`config.mk`:
```
export PLATFORM = sky130hd
export DESIGN_NAME = flash_seq
export DESIGN_NICKNAME = d
export VERILOG_FILES = /design/src/rtl/flash_seq_pkg.sv /design/src/rtl/fs_ctrl.sv /design/src/rtl/fs_walker.sv /design/src/rtl/fs_array.sv /design/src/rtl/flash_seq.sv
export SDC_FILE = /design/constraint.sdc
export NUM_CORES = 2
export LEC_CHECK = 0
export BUFFER_PORTS_ARGS = -buffer_cell sky130_fd_sc_hd__buf_2
export CAP_MARGIN = 20
export CELL_PAD_IN_SITES_DETAIL_PLACEMENT = 1
export CELL_PAD_IN_SITES_GLOBAL_PLACEMENT = 1
export CORE_ASPECT_RATIO = 1.5
export CORE_UTILIZATION = 57
export CTS_CLUSTER_DIAMETER = 40
export DETAILED_ROUTE_END_ITERATION = 8
export HOLD_SLACK_MARGIN = 0.02
export PLACE_DENSITY_LB_ADDON = 0.1
export SETUP_SLACK_MARGIN = 0.2
export SLEW_MARGIN = 20
export SYNTH_ARGS = -nofsm -noshare
export SYNTH_HDL_FRONTEND = slang
export SYNTH_SLANG_ARGS = --single-unit
export TNS_END_PERCENT = 10
```
`constraint.sdc`:
```
create_clock -name clk -period 6.4 [get_ports clk]
set_clock_uncertainty 0.2 [all_clocks]
set_input_delay 0.96 -clock clk [delete_from_list [all_inputs] [get_ports clk]]
set_output_delay 0.96 -clock clk [all_outputs]
set_load 0.02 [all_outputs]
```
`src/rtl/flash_seq_pkg.sv`:
```
package flash_seq_pkg;

  typedef enum logic [1:0] {
    OP_NONE = 2'b00,
    OP_SECT = 2'b01,
    OP_CHIP = 2'b10,
    OP_PROG = 2'b11
  } fs_op_e;

  function automatic int fs_max(input int a, input int b);
    return (a > b) ? a : b;
  endfunction

endpackage

```
`src/rtl/fs_ctrl.sv`:
```
module fs_ctrl
  import flash_seq_pkg::*;
#(
  parameter int ADDR_W   = 8,
  parameter int SECT_OFS = 5,
  parameter int PROG_CYC = 20,
  parameter int SECT_CYC = 48,
  parameter int CHIP_CYC = 300
) (
  input  logic              clk,
  input  logic              rst_n,
  input  logic              req_valid_i,
  input  fs_op_e            req_op_i,
  input  logic [ADDR_W-1:0] req_addr_i,
  input  logic [7:0]        req_data_i,
  input  logic              wr_allow_i,
  output logic              busy_o,
  output logic              start_o,
  output logic              finish_o,
  output fs_op_e            op_o,
  output logic [ADDR_W-1:0] addr_o,
  output logic [7:0]        data_o
);

  localparam int DEPTH      = 1 << ADDR_W;
  localparam int SECT_BYTES = 1 << SECT_OFS;
  localparam int SECT_EFF   = fs_max(SECT_CYC, SECT_BYTES);
  localparam int CHIP_EFF   = fs_max(CHIP_CYC, DEPTH);
  localparam int MAX_LEN    = fs_max(fs_max(PROG_CYC, SECT_EFF), CHIP_EFF);
  localparam int CNT_W      = $clog2(MAX_LEN + 1);

  typedef enum logic {ST_IDLE, ST_BUSY} st_e;

  st_e               state_q, state_d;
  logic [CNT_W-1:0]  cnt_q, cnt_d;
  logic [CNT_W-1:0]  len_m1;
  fs_op_e            op_q;
  logic [ADDR_W-1:0] addr_q;
  logic [7:0]        data_q;
  logic              accept;

  assign accept = (state_q == ST_IDLE) && req_valid_i && wr_allow_i &&
                  (req_op_i != OP_NONE);

  always_comb begin
    case (req_op_i)
      OP_SECT: len_m1 = CNT_W'(SECT_EFF - 1);
      OP_CHIP: len_m1 = CNT_W'(CHIP_EFF - 1);
      default: len_m1 = CNT_W'(PROG_CYC - 1);
    endcase
  end

  always_comb begin
    state_d = state_q;
    cnt_d   = cnt_q;
    if (accept) begin
      state_d = ST_BUSY;
      cnt_d   = len_m1;
    end else if (state_q == ST_BUSY) begin
      if (cnt_q == '0) state_d = ST_IDLE;
      else             cnt_d   = cnt_q - 1'b1;
    end
  end

  always_ff @(posedge clk or negedge rst_n) begin
    if (!rst_n) begin
      state_q <= ST_IDLE;
      cnt_q   <= '0;
    end else begin
      state_q <= state_d;
      cnt_q   <= cnt_d;
    end
  end

  // request latch, clock-enabled by acceptance, no reset on datapath
  always_ff @(posedge clk) begin
    if (accept) begin
      op_q   <= req_op_i;
      addr_q <= req_addr_i;
      data_q <= req_data_i;
    end
  end

  assign busy_o   = (state_q == ST_BUSY);
  assign start_o  = accept;
  assign finish_o = (state_q == ST_BUSY) && (cnt_q == '0);
  assign op_o     = op_q;
  assign addr_o   = addr_q;
  assign data_o   = data_q;

  assert_accept_busy_R5: assert property (@(posedge clk) disable iff (!rst_n)
    start_o |=> busy_o);
  assert_hold_busy_R5: assert property (@(posedge clk) disable iff (!rst_n)
    busy_o && !finish_o |=> busy_o);
  assert_wp_reject_R6: assert property (@(posedge clk) disable iff (!rst_n)
    (!busy_o && req_valid_i && !wr_allow_i) |=> !busy_o);
  assert_busy_latch_R7: assert property (@(posedge clk) disable iff (!rst_n)
    (busy_o && !finish_o) |=> ($stable(addr_o) && $stable(op_o) && $stable(data_o)));
  assert_noop_R9: assert property (@(posedge clk) disable iff (!rst_n)
    (!busy_o && req_op_i == OP_NONE) |=> !busy_o);

endmodule

```
`src/rtl/fs_walker.sv`:
```
module fs_walker
  import flash_seq_pkg::*;
#(
  parameter int ADDR_W   = 8,
  parameter int SECT_OFS = 5
) (
  input  logic                       clk,
  input  logic                       rst_n,
  input  logic                       start_i,
  input  fs_op_e                     op_i,
  input  logic [ADDR_W-SECT_OFS-1:0] sect_i,
  output logic                       we_o,
  output logic [ADDR_W-1:0]          waddr_o
);

  localparam int SIDX_W = ADDR_W - SECT_OFS;

  logic              active_q, active_d;
  logic [ADDR_W-1:0] ptr_q, ptr_d;
  logic [ADDR_W-1:0] end_q, end_d;
  logic              erase_start;

  assign erase_start = start_i && (op_i == OP_SECT || op_i == OP_CHIP);

  always_comb begin
    active_d = active_q;
    ptr_d    = ptr_q;
    end_d    = end_q;
    if (erase_start) begin
      active_d = 1'b1;
      if (op_i == OP_CHIP) begin
        ptr_d = '0;
        end_d = '1;
      end else begin
        ptr_d = {sect_i, {SECT_OFS{1'b0}}};
        end_d = {sect_i, {SECT_OFS{1'b1}}};
      end
    end else if (active_q) begin
      if (ptr_q == end_q) active_d = 1'b0;
      else                ptr_d    = ptr_q + 1'b1;
    end
  end

  always_ff @(posedge clk or negedge rst_n) begin
    if (!rst_n) begin
      active_q <= 1'b0;
      ptr_q    <= '0;
      end_q    <= '0;
    end else begin
      active_q <= active_d;
      ptr_q    <= ptr_d;
      end_q    <= end_d;
    end
  end

  assign we_o    = active_q;
  assign waddr_o = ptr_q;

  // ascending, one byte per cycle
  assert_walk_order_R8: assert property (@(posedge clk) disable iff (!rst_n)
    (we_o && !start_i) |=> (!we_o || waddr_o == $past(waddr_o) + 1'b1));
  assert_walk_sector_R2: assert property (@(posedge clk) disable iff (!rst_n)
    (we_o && !start_i) |=> (!we_o || waddr_o[ADDR_W-1:SECT_OFS] == $past(waddr_o[ADDR_W-1:SECT_OFS])
                              || $past(end_q) == {SIDX_W+SECT_OFS{1'b1}}));

endmodule

```
`src/rtl/fs_array.sv`:
```
module fs_array #(
  parameter int ADDR_W = 8
) (
  input  logic              clk,
  input  logic              we_i,
  input  logic              and_i,
  input  logic [ADDR_W-1:0] waddr_i,
  input  logic [7:0]        wdata_i,
  input  logic [ADDR_W-1:0] raddr_i,
  output logic [7:0]        rdata_o
);

  localparam int DEPTH = 1 << ADDR_W;

  logic [7:0] mem [DEPTH];
  logic [7:0] merged;

  assign merged = and_i ? (mem[waddr_i] & wdata_i) : wdata_i;

  always_ff @(posedge clk) begin
    if (we_i) mem[waddr_i] <= merged;
  end

  assign rdata_o = mem[raddr_i];

endmodule

```
`src/rtl/flash_seq.sv`:
```
module flash_seq
  import flash_seq_pkg::*;
#(
  parameter int ADDR_W   = 8,
  parameter int SECT_OFS = 5,
  parameter int PROG_CYC = 20,
  parameter int SECT_CYC = 48,
  parameter int CHIP_CYC = 300
) (
  input  logic              clk,
  input  logic              rst_n,
  input  logic              req_valid_i,
  input  logic [1:0]        req_op_i,
  input  logic [ADDR_W-1:0] req_addr_i,
  input  logic [7:0]        req_data_i,
  input  logic              wr_allow_i,
  input  logic [ADDR_W-1:0] rd_addr_i,
  output logic [7:0]        rd_data_o,
  output logic              ready_o
);

  logic [1:0]        rst_sync_q;
  logic              rst_int_n;
  logic              busy, start, finish;
  fs_op_e            op_l;
  logic [ADDR_W-1:0] addr_l;
  logic [7:0]        data_l;
  logic              walk_we;
  logic [ADDR_W-1:0] walk_addr;
  logic              prog_we;
  logic              arr_we, arr_and;
  logic [ADDR_W-1:0] arr_waddr;
  logic [7:0]        arr_wdata;

  // asynchronous assertion, synchronous release
  always_ff @(posedge clk or negedge rst_n) begin
    if (!rst_n) rst_sync_q <= 2'b00;
    else        rst_sync_q <= {rst_sync_q[0], 1'b1};
  end
  assign rst_int_n = rst_sync_q[1];

  fs_ctrl #(
    .ADDR_W(ADDR_W), .SECT_OFS(SECT_OFS), .PROG_CYC(PROG_CYC),
    .SECT_CYC(SECT_CYC), .CHIP_CYC(CHIP_CYC)
  ) u_ctrl (
    .clk        (clk),
    .rst_n      (rst_int_n),
    .req_valid_i(req_valid_i),
    .req_op_i   (fs_op_e'(req_op_i)),
    .req_addr_i (req_addr_i),
    .req_data_i (req_data_i),
    .wr_allow_i (wr_allow_i),
    .busy_o     (busy),
    .start_o    (start),
    .finish_o   (finish),
    .op_o       (op_l),
    .addr_o     (addr_l),
    .data_o     (data_l)
  );

  fs_walker #(.ADDR_W(ADDR_W), .SECT_OFS(SECT_OFS)) u_walker (
    .clk    (clk),
    .rst_n  (rst_int_n),
    .start_i(start),
    .op_i   (fs_op_e'(req_op_i)),
    .sect_i (req_addr_i[ADDR_W-1:SECT_OFS]),
    .we_o   (walk_we),
    .waddr_o(walk_addr)
  );

  assign prog_we   = finish && (op_l == OP_PROG);
  assign arr_we    = walk_we || prog_we;
  assign arr_and   = !walk_we;
  assign arr_waddr = walk_we ? walk_addr : addr_l;
  assign arr_wdata = walk_we ? 8'hFF : data_l;

  fs_array #(.ADDR_W(ADDR_W)) u_array (
    .clk    (clk),
    .we_i   (arr_we),
    .and_i  (arr_and),
    .waddr_i(arr_waddr),
    .wdata_i(arr_wdata),
    .raddr_i(rd_addr_i),
    .rdata_o(rd_data_o)
  );

  assign ready_o = !busy;

  assert_no_collide_R8: assert property (@(posedge clk) disable iff (!rst_int_n)
    !(walk_we && prog_we));
  assert_walk_in_busy_R5: assert property (@(posedge clk) disable iff (!rst_int_n)
    walk_we |-> busy);

endmodule

```
---- Yosys cells after proc, flatten, opt, wreduce, memory -nomap -nowiden ----
Memories as Yosys holds them, arrays and structs flattened.
Cells that the tools add are included.
storage, ports and cells
  bits in registers ....................... 47
  RAM bits ................................ 2048
  input bits .............................. 30
  logic and storage cells ................. 55
  memories ................................ 1
  output and inout port bits .............. 9
cells by class
  multiplexer cells ....................... 20
  $add $sub $neg .......................... 2
  bitwise logic cells ..................... 2
  reductions and logical operators ........ 15
  eq/ne operators ......................... 6
memories
  name         words  bits a word  rd ports  clocked after memory_dff  write ports  RTL line        source
  u_array.mem  256    8            2         0                         1            fs_array.sv:15  logic [7:0] mem [DEPTH];
operator list
  cell                 count
  $mux 8               8
  $mux 9               3
  $pmux 9 s2           1
  $logic_not 9->1      1
  $sub 9x1->9 const B  1
  $add 8x1->8 const B  1
  $and 8x8->8          1
  $eq 8x8->1           1
  $mux 1               8
  $logic_and 1x1->1    6
  $reduce_bool 2->1    3
  $eq 2x2->1 const B   2
  $ne 2x1->1 const B   2
  $reduce_and 2->1     2
  $eq 2x1->1 const B   1
  $logic_or 1x1->1     2
  $logic_not 1->1      1
  $not 1->1            1

---- Longest topological paths before layout ----
  word-level depth ........................ 7
  mapped depth ............................ 13

---- Modules after synthesis ----
From an unflattened synthesis, not the netlist that was laid out.
second synthesis, totals
  cells, all modules ...................... 4986
  area total of the unflattened synthesis .. 98300.5 um2
by module, submodules not included
  module     area an instance (um2)  times used  seq. area each (um2)  cells each
  fs_array   96192.3                 1           61499.0               4814
  fs_ctrl    1152.4                  1           790.8                 79
  fs_walker  723.2                   1           325.3                 69
  flash_seq  232.7                   1           50.0                  24

---- Worst setup path before layout ----
Ideal clock, no wire load.
  kind .................................... reg-to-reg
  start point ............................. register u_walker.active_q, in the netlist u_walker.we_o
  end point ............................... memory u_array.mem[0][1], data pin
  cell stages (with the launch flop) ...... 14
  slack ................................... 0.121 ns
  arrival time ............................ 5.283 ns
  period minus slack after synthesis ...... 6.279 ns
  path through ............................ dfrtp_1 > buf_2 > mux2_2 > clkbuf_1 > buf_2 > clkbuf_1 > clkbuf_1 > nand2_1 > nand3_1 > nand4_1 > nand4_1 > o31ai_1 > nand4_1 > a21o_1
between the ends
  word-level cells in the longest chain between the ends .. 4
RTL lines
  item                    RTL line         source
  start, declared         fs_walker.sv:18  logic active_q, active_d;
  start signal, assigned  fs_walker.sv:50  active_q <= active_d;
  $mux 8                  flash_seq.sv:74  assign arr_waddr = walk_we ? walk_addr : addr_l;
  $mem_v2 256x8           --
  $and 8x8->8             fs_array.sv:18   assign merged = and_i ? (mem[waddr_i] & wdata_i) : wdata_i;
  $mux 8 (*)              fs_array.sv:18
  net u_array.merged[1]   fs_array.sv:16   logic [7:0] merged;
  end, declared           fs_array.sv:15
Mark *: on every way through the listed nets, which the timed path passes. The rest lies on a longest branch.

---- Worst setup path in the final report ----
  start point ............................. register u_walker.active_q, in the netlist u_walker.we_o
  end point ............................... memory u_array.mem[3][2], data pin
The elaborated chain is that of the path after synthesis.

==> flow_summary.json <==
{
  "tightestPinTransition_ns": 1.19,
  "ys.flop_type": "edfxtp_1",
  "crit_family": "simple AND/OR/NAND/NOR gates",
  "cts_tree": "built",
  "timing.slew.headroom_pct": 20.4,
  "synth.yosys.warnings": 0,
  "cellPowerDensity_nw_per_um2": 398,
  "slowest_delay_ns": 0.81,
  "regArea_um2": 62700,
  "syn_nets": 5639,
  "total_of_flip_flops_plus_latches_after_synthesis": 2091,
  "critPathLaunchType": "flop",
  "synthDominantAreaCellType": "edfxtp_1",
  "dp_hpwl_um": 223000,
  "port-buffer-count": 38,
  "kind_of_capture_point_of_the_worst_setup_path": "flop",
  "finalMaxSlewViolations": 0,
  "max_cap_viol_count": 0,
  "detail_route.wirelength_um": 340000,
  "ant_nets": 0,
  "post_dp_cell_area_um2": 102000,
  "critical_path.most_common_cell": "nand4_1",
  "design_area_um2": 109000,
  "first_global_vias": 62992,
  "rows": 184,
  "floorplan.initialDensity_pct": 57.5,
  "critPathKind": "flop to flop",
  "reg2reg_depth": 11,
  "crit_chain": "buf_4, mux2_2, nor2_4, buf_12, a32oi_1, nand4_1, nand4_1, o31ai_1, nand4_1, a21o_4, buf_12",
  "seq_area_frac_synth_pct": 64.8,
  "drt_pre_antenna_iters": 6,
  "post_synth_edffs": 2066,
  "clock_sink_total": 2091,
  "yosys.cell_count.top_type": "edfxtp_1",
  "crit_buf_inv": 3,
  "clk_pin_slew_worst_paths_ns": 0.07,
  "clk_root_buffer_cell": "clkbuf_16",
  "timing.critical_path.arrival_ns": 6.53,
  "floorplan.die_area_um2": 171000,
  "timing.reg2reg.setup_slack_ns": 0.22,
  "setup_viol": 0,
  "nets": 5788,
  "run_status": "finished clean",
  "cts.htree.levels": 4,
  "first_iter_violations": 8825,
  "gr-total-overflow": 0,
  "vdd_ir_drop_max_mv": 0.672,
  "share_of_synthesized_flip_flops_with_an_asynchronous_set_or_reset_pct": 1.20,
  "required_ns": 6.74,
  "worst_hold_path_type": "flop to async pin",
  "critical_path_cell_count": 11,
  "die-height_um": 506,
  "synthesis.area_um2": 96700,
  "achievable-frequency_mhz": 162,
  "syn_to_final_growth_pct": 12.8,
  "chipWidth_um": 338,
  "layout.filler_cells": 14138,
  "grt_pass1_wl_um": 478000,
  "post-route-drc-count": 0,
  "rsz0062_at_grt": "no",
  "multiInputGateArea_um2": 32600,
  "totalPowerFinal_w": 0.0434,
  "count_of_cell_types_in_the_netlist": 45,
  "post-route-period-util_pct": 96.6,
  "detail_route.wl_per_cell_um": 41.6,
  "vias": 61524,
  "final_period_minus_worst_setup_slack_ns": 6.18,
  "grt_antenna_before_repair": 28,
  "post_synth.cell_area_avg_um2": 17.3,
  "worstPathMaxFanout": 68,
  "yosysTopAreaCellShare_pct": 64.2,
  "cts-root-to-sink-buffers": 3,
  "core_area_um2": 168000,
  "boundaryPins": 39,
  "power.static_leakage_nw": 35.1,
  "cts_made_buffers": 204,
  "groute.usage.overall_pct": 40.0,
  "routabilityCongestion": 0.989,
  "worst_path_max_delay_cell": "nand4_1",
  "pin_count_of_the_biggest_net_entering_global_routing": 173,
  "worst_skew_pair.late_latency_ns": 0.88,
  "setup_tns_ns": 0,
  "layout.core_utilization_pct": 64.9,
  "netlist_top_cells_area": "edfxtp_1 (64%), mux4_2 (22%), nand2_1 (3.4%)",
  "synthCells": 5604,
  "netlist_top_cells_count": "edfxtp_1 (2,066), mux4_2 (936), nand2_1 (878)",
  "vias_per_cell": 7.53,
  "fin_hold_ws_ns": 0.0772,
  "final-hold-violation-count": 0,
  "share_of_final_layout_standard_cells_stronger_than_drive_strength_1_pct": 28.7
}
[metal layers]
layer  GRT usage, %  vias to the layer above  routed length, µm
met3           7.60                     1128              33700
met2           64.0                     4607             164000
met1           48.3                    32367             110000
li1               -                    23402                  -
met5              0                        -                138
met4           31.0                       20              31700
[cells by family after synthesis]
group	after synthesis	synth area share, %
multiplexers	1071	23.2
AO/OA/AOI/OAI	336	2.74
buffers and inverters	457	1.87
flip-flops	2091	64.8
XOR/XNOR	14	0.127
other	1	0.00388
AND/OR/NAND/NOR	1629	7.19
adder cells (fa/ha/maj)	5	0.0647
[final cells by class]
cell class | instances | share of cell area, %
well taps | 2232 | 2.56
flip-flops and latches | 2091 | 57.4
clock buffers | 238 | 4.87
diodes | 11 | 0.0252
multi-input cells | 3056 | 29.9
clock inverters | 146 | 1.43
repair buffers | 388 | 3.76
inverters | 12 | 0.0413
[cells in the final DEF, fill, tap and decap left out, types with 10 or more instances in the layout]
master | netlist | final
a22oi_1 | 128 | 128
a32oi_1 | 130 | 130
buf_12 | 0 | 98
buf_2 | 68 | 34
buf_4 | 1 | 249
bufinv_16 | 0 | 20
clkbuf_1 | 308 | 29
clkbuf_16 | 0 | 207
clkinv_1 | 0 | 26
clkinv_2 | 0 | 40
clkinv_4 | 0 | 10
clkinvlp_4 | 0 | 17
dfrtp_1 | 25 | 24
diode_2 | 0 | 11
edfxtp_1 | 2066 | 2066
inv_1 | 12 | 12
inv_6 | 0 | 13
mux2i_1 | 132 | 131
mux4_2 | 936 | 936
nand2_1 | 878 | 874
nand3_1 | 256 | 256
nand4_1 | 170 | 170
nor2_1 | 292 | 267
nor2_2 | 0 | 12
nor2_4 | 0 | 13
o21ai_0 | 15 | 14
o31ai_1 | 32 | 32
[what timing repair did]
action | in CTS | in global routing
buffers inserted | 0 | 0
hold buffers | 1 | 1
hold endpoints to repair | 2 | 5
gates resized for setup | 0 | 0
[per-stage QoR]
step	std cells	setup slack [ns]
detailed placement	7774	0.811
CTS	8159	0.779
global route	8168	0.291
global placement	7773	0.798
floorplan	5604	0.121
finish	8174	0.216
[power by group]
part           internal, W  switching (W)  total (W)  leakage [nW]
registers           0.0183       0.000161     0.0185          19.1
logic              0.00349        0.00893     0.0124          12.7
clock network      0.00687        0.00564     0.0125          3.34
[state kept, by name (all words and copies together), names as in the netlist]
name,count
u_ctrl.op_o,2
u_ctrl.busy_o,1
rst_sync_q,2
u_walker.waddr_o,8
u_ctrl.cnt_q,9
u_array.mem,2048
u_ctrl.data_o,8
u_ctrl.addr_o,8
u_walker.we_o,1
u_walker.end_q,4
[path summary, 6_finish.rpt]
path	from	end
worst max-delay path	u_walker.we_o	u_array.mem[3][2]
min in group clk	req_addr_i[1]	u_ctrl.addr_o[1]
worst max register to register	u_walker.we_o	u_array.mem[3][2]
worst min-delay path	rst_sync_q[1]	u_walker.waddr_o[2]
max in group asynchronous	rst_sync_q[1]	u_ctrl.cnt_q[1]
worst min register to register	rst_sync_q[1]	u_walker.waddr_o[2]
No activity file was read; power rests on OpenSTA's default activity.
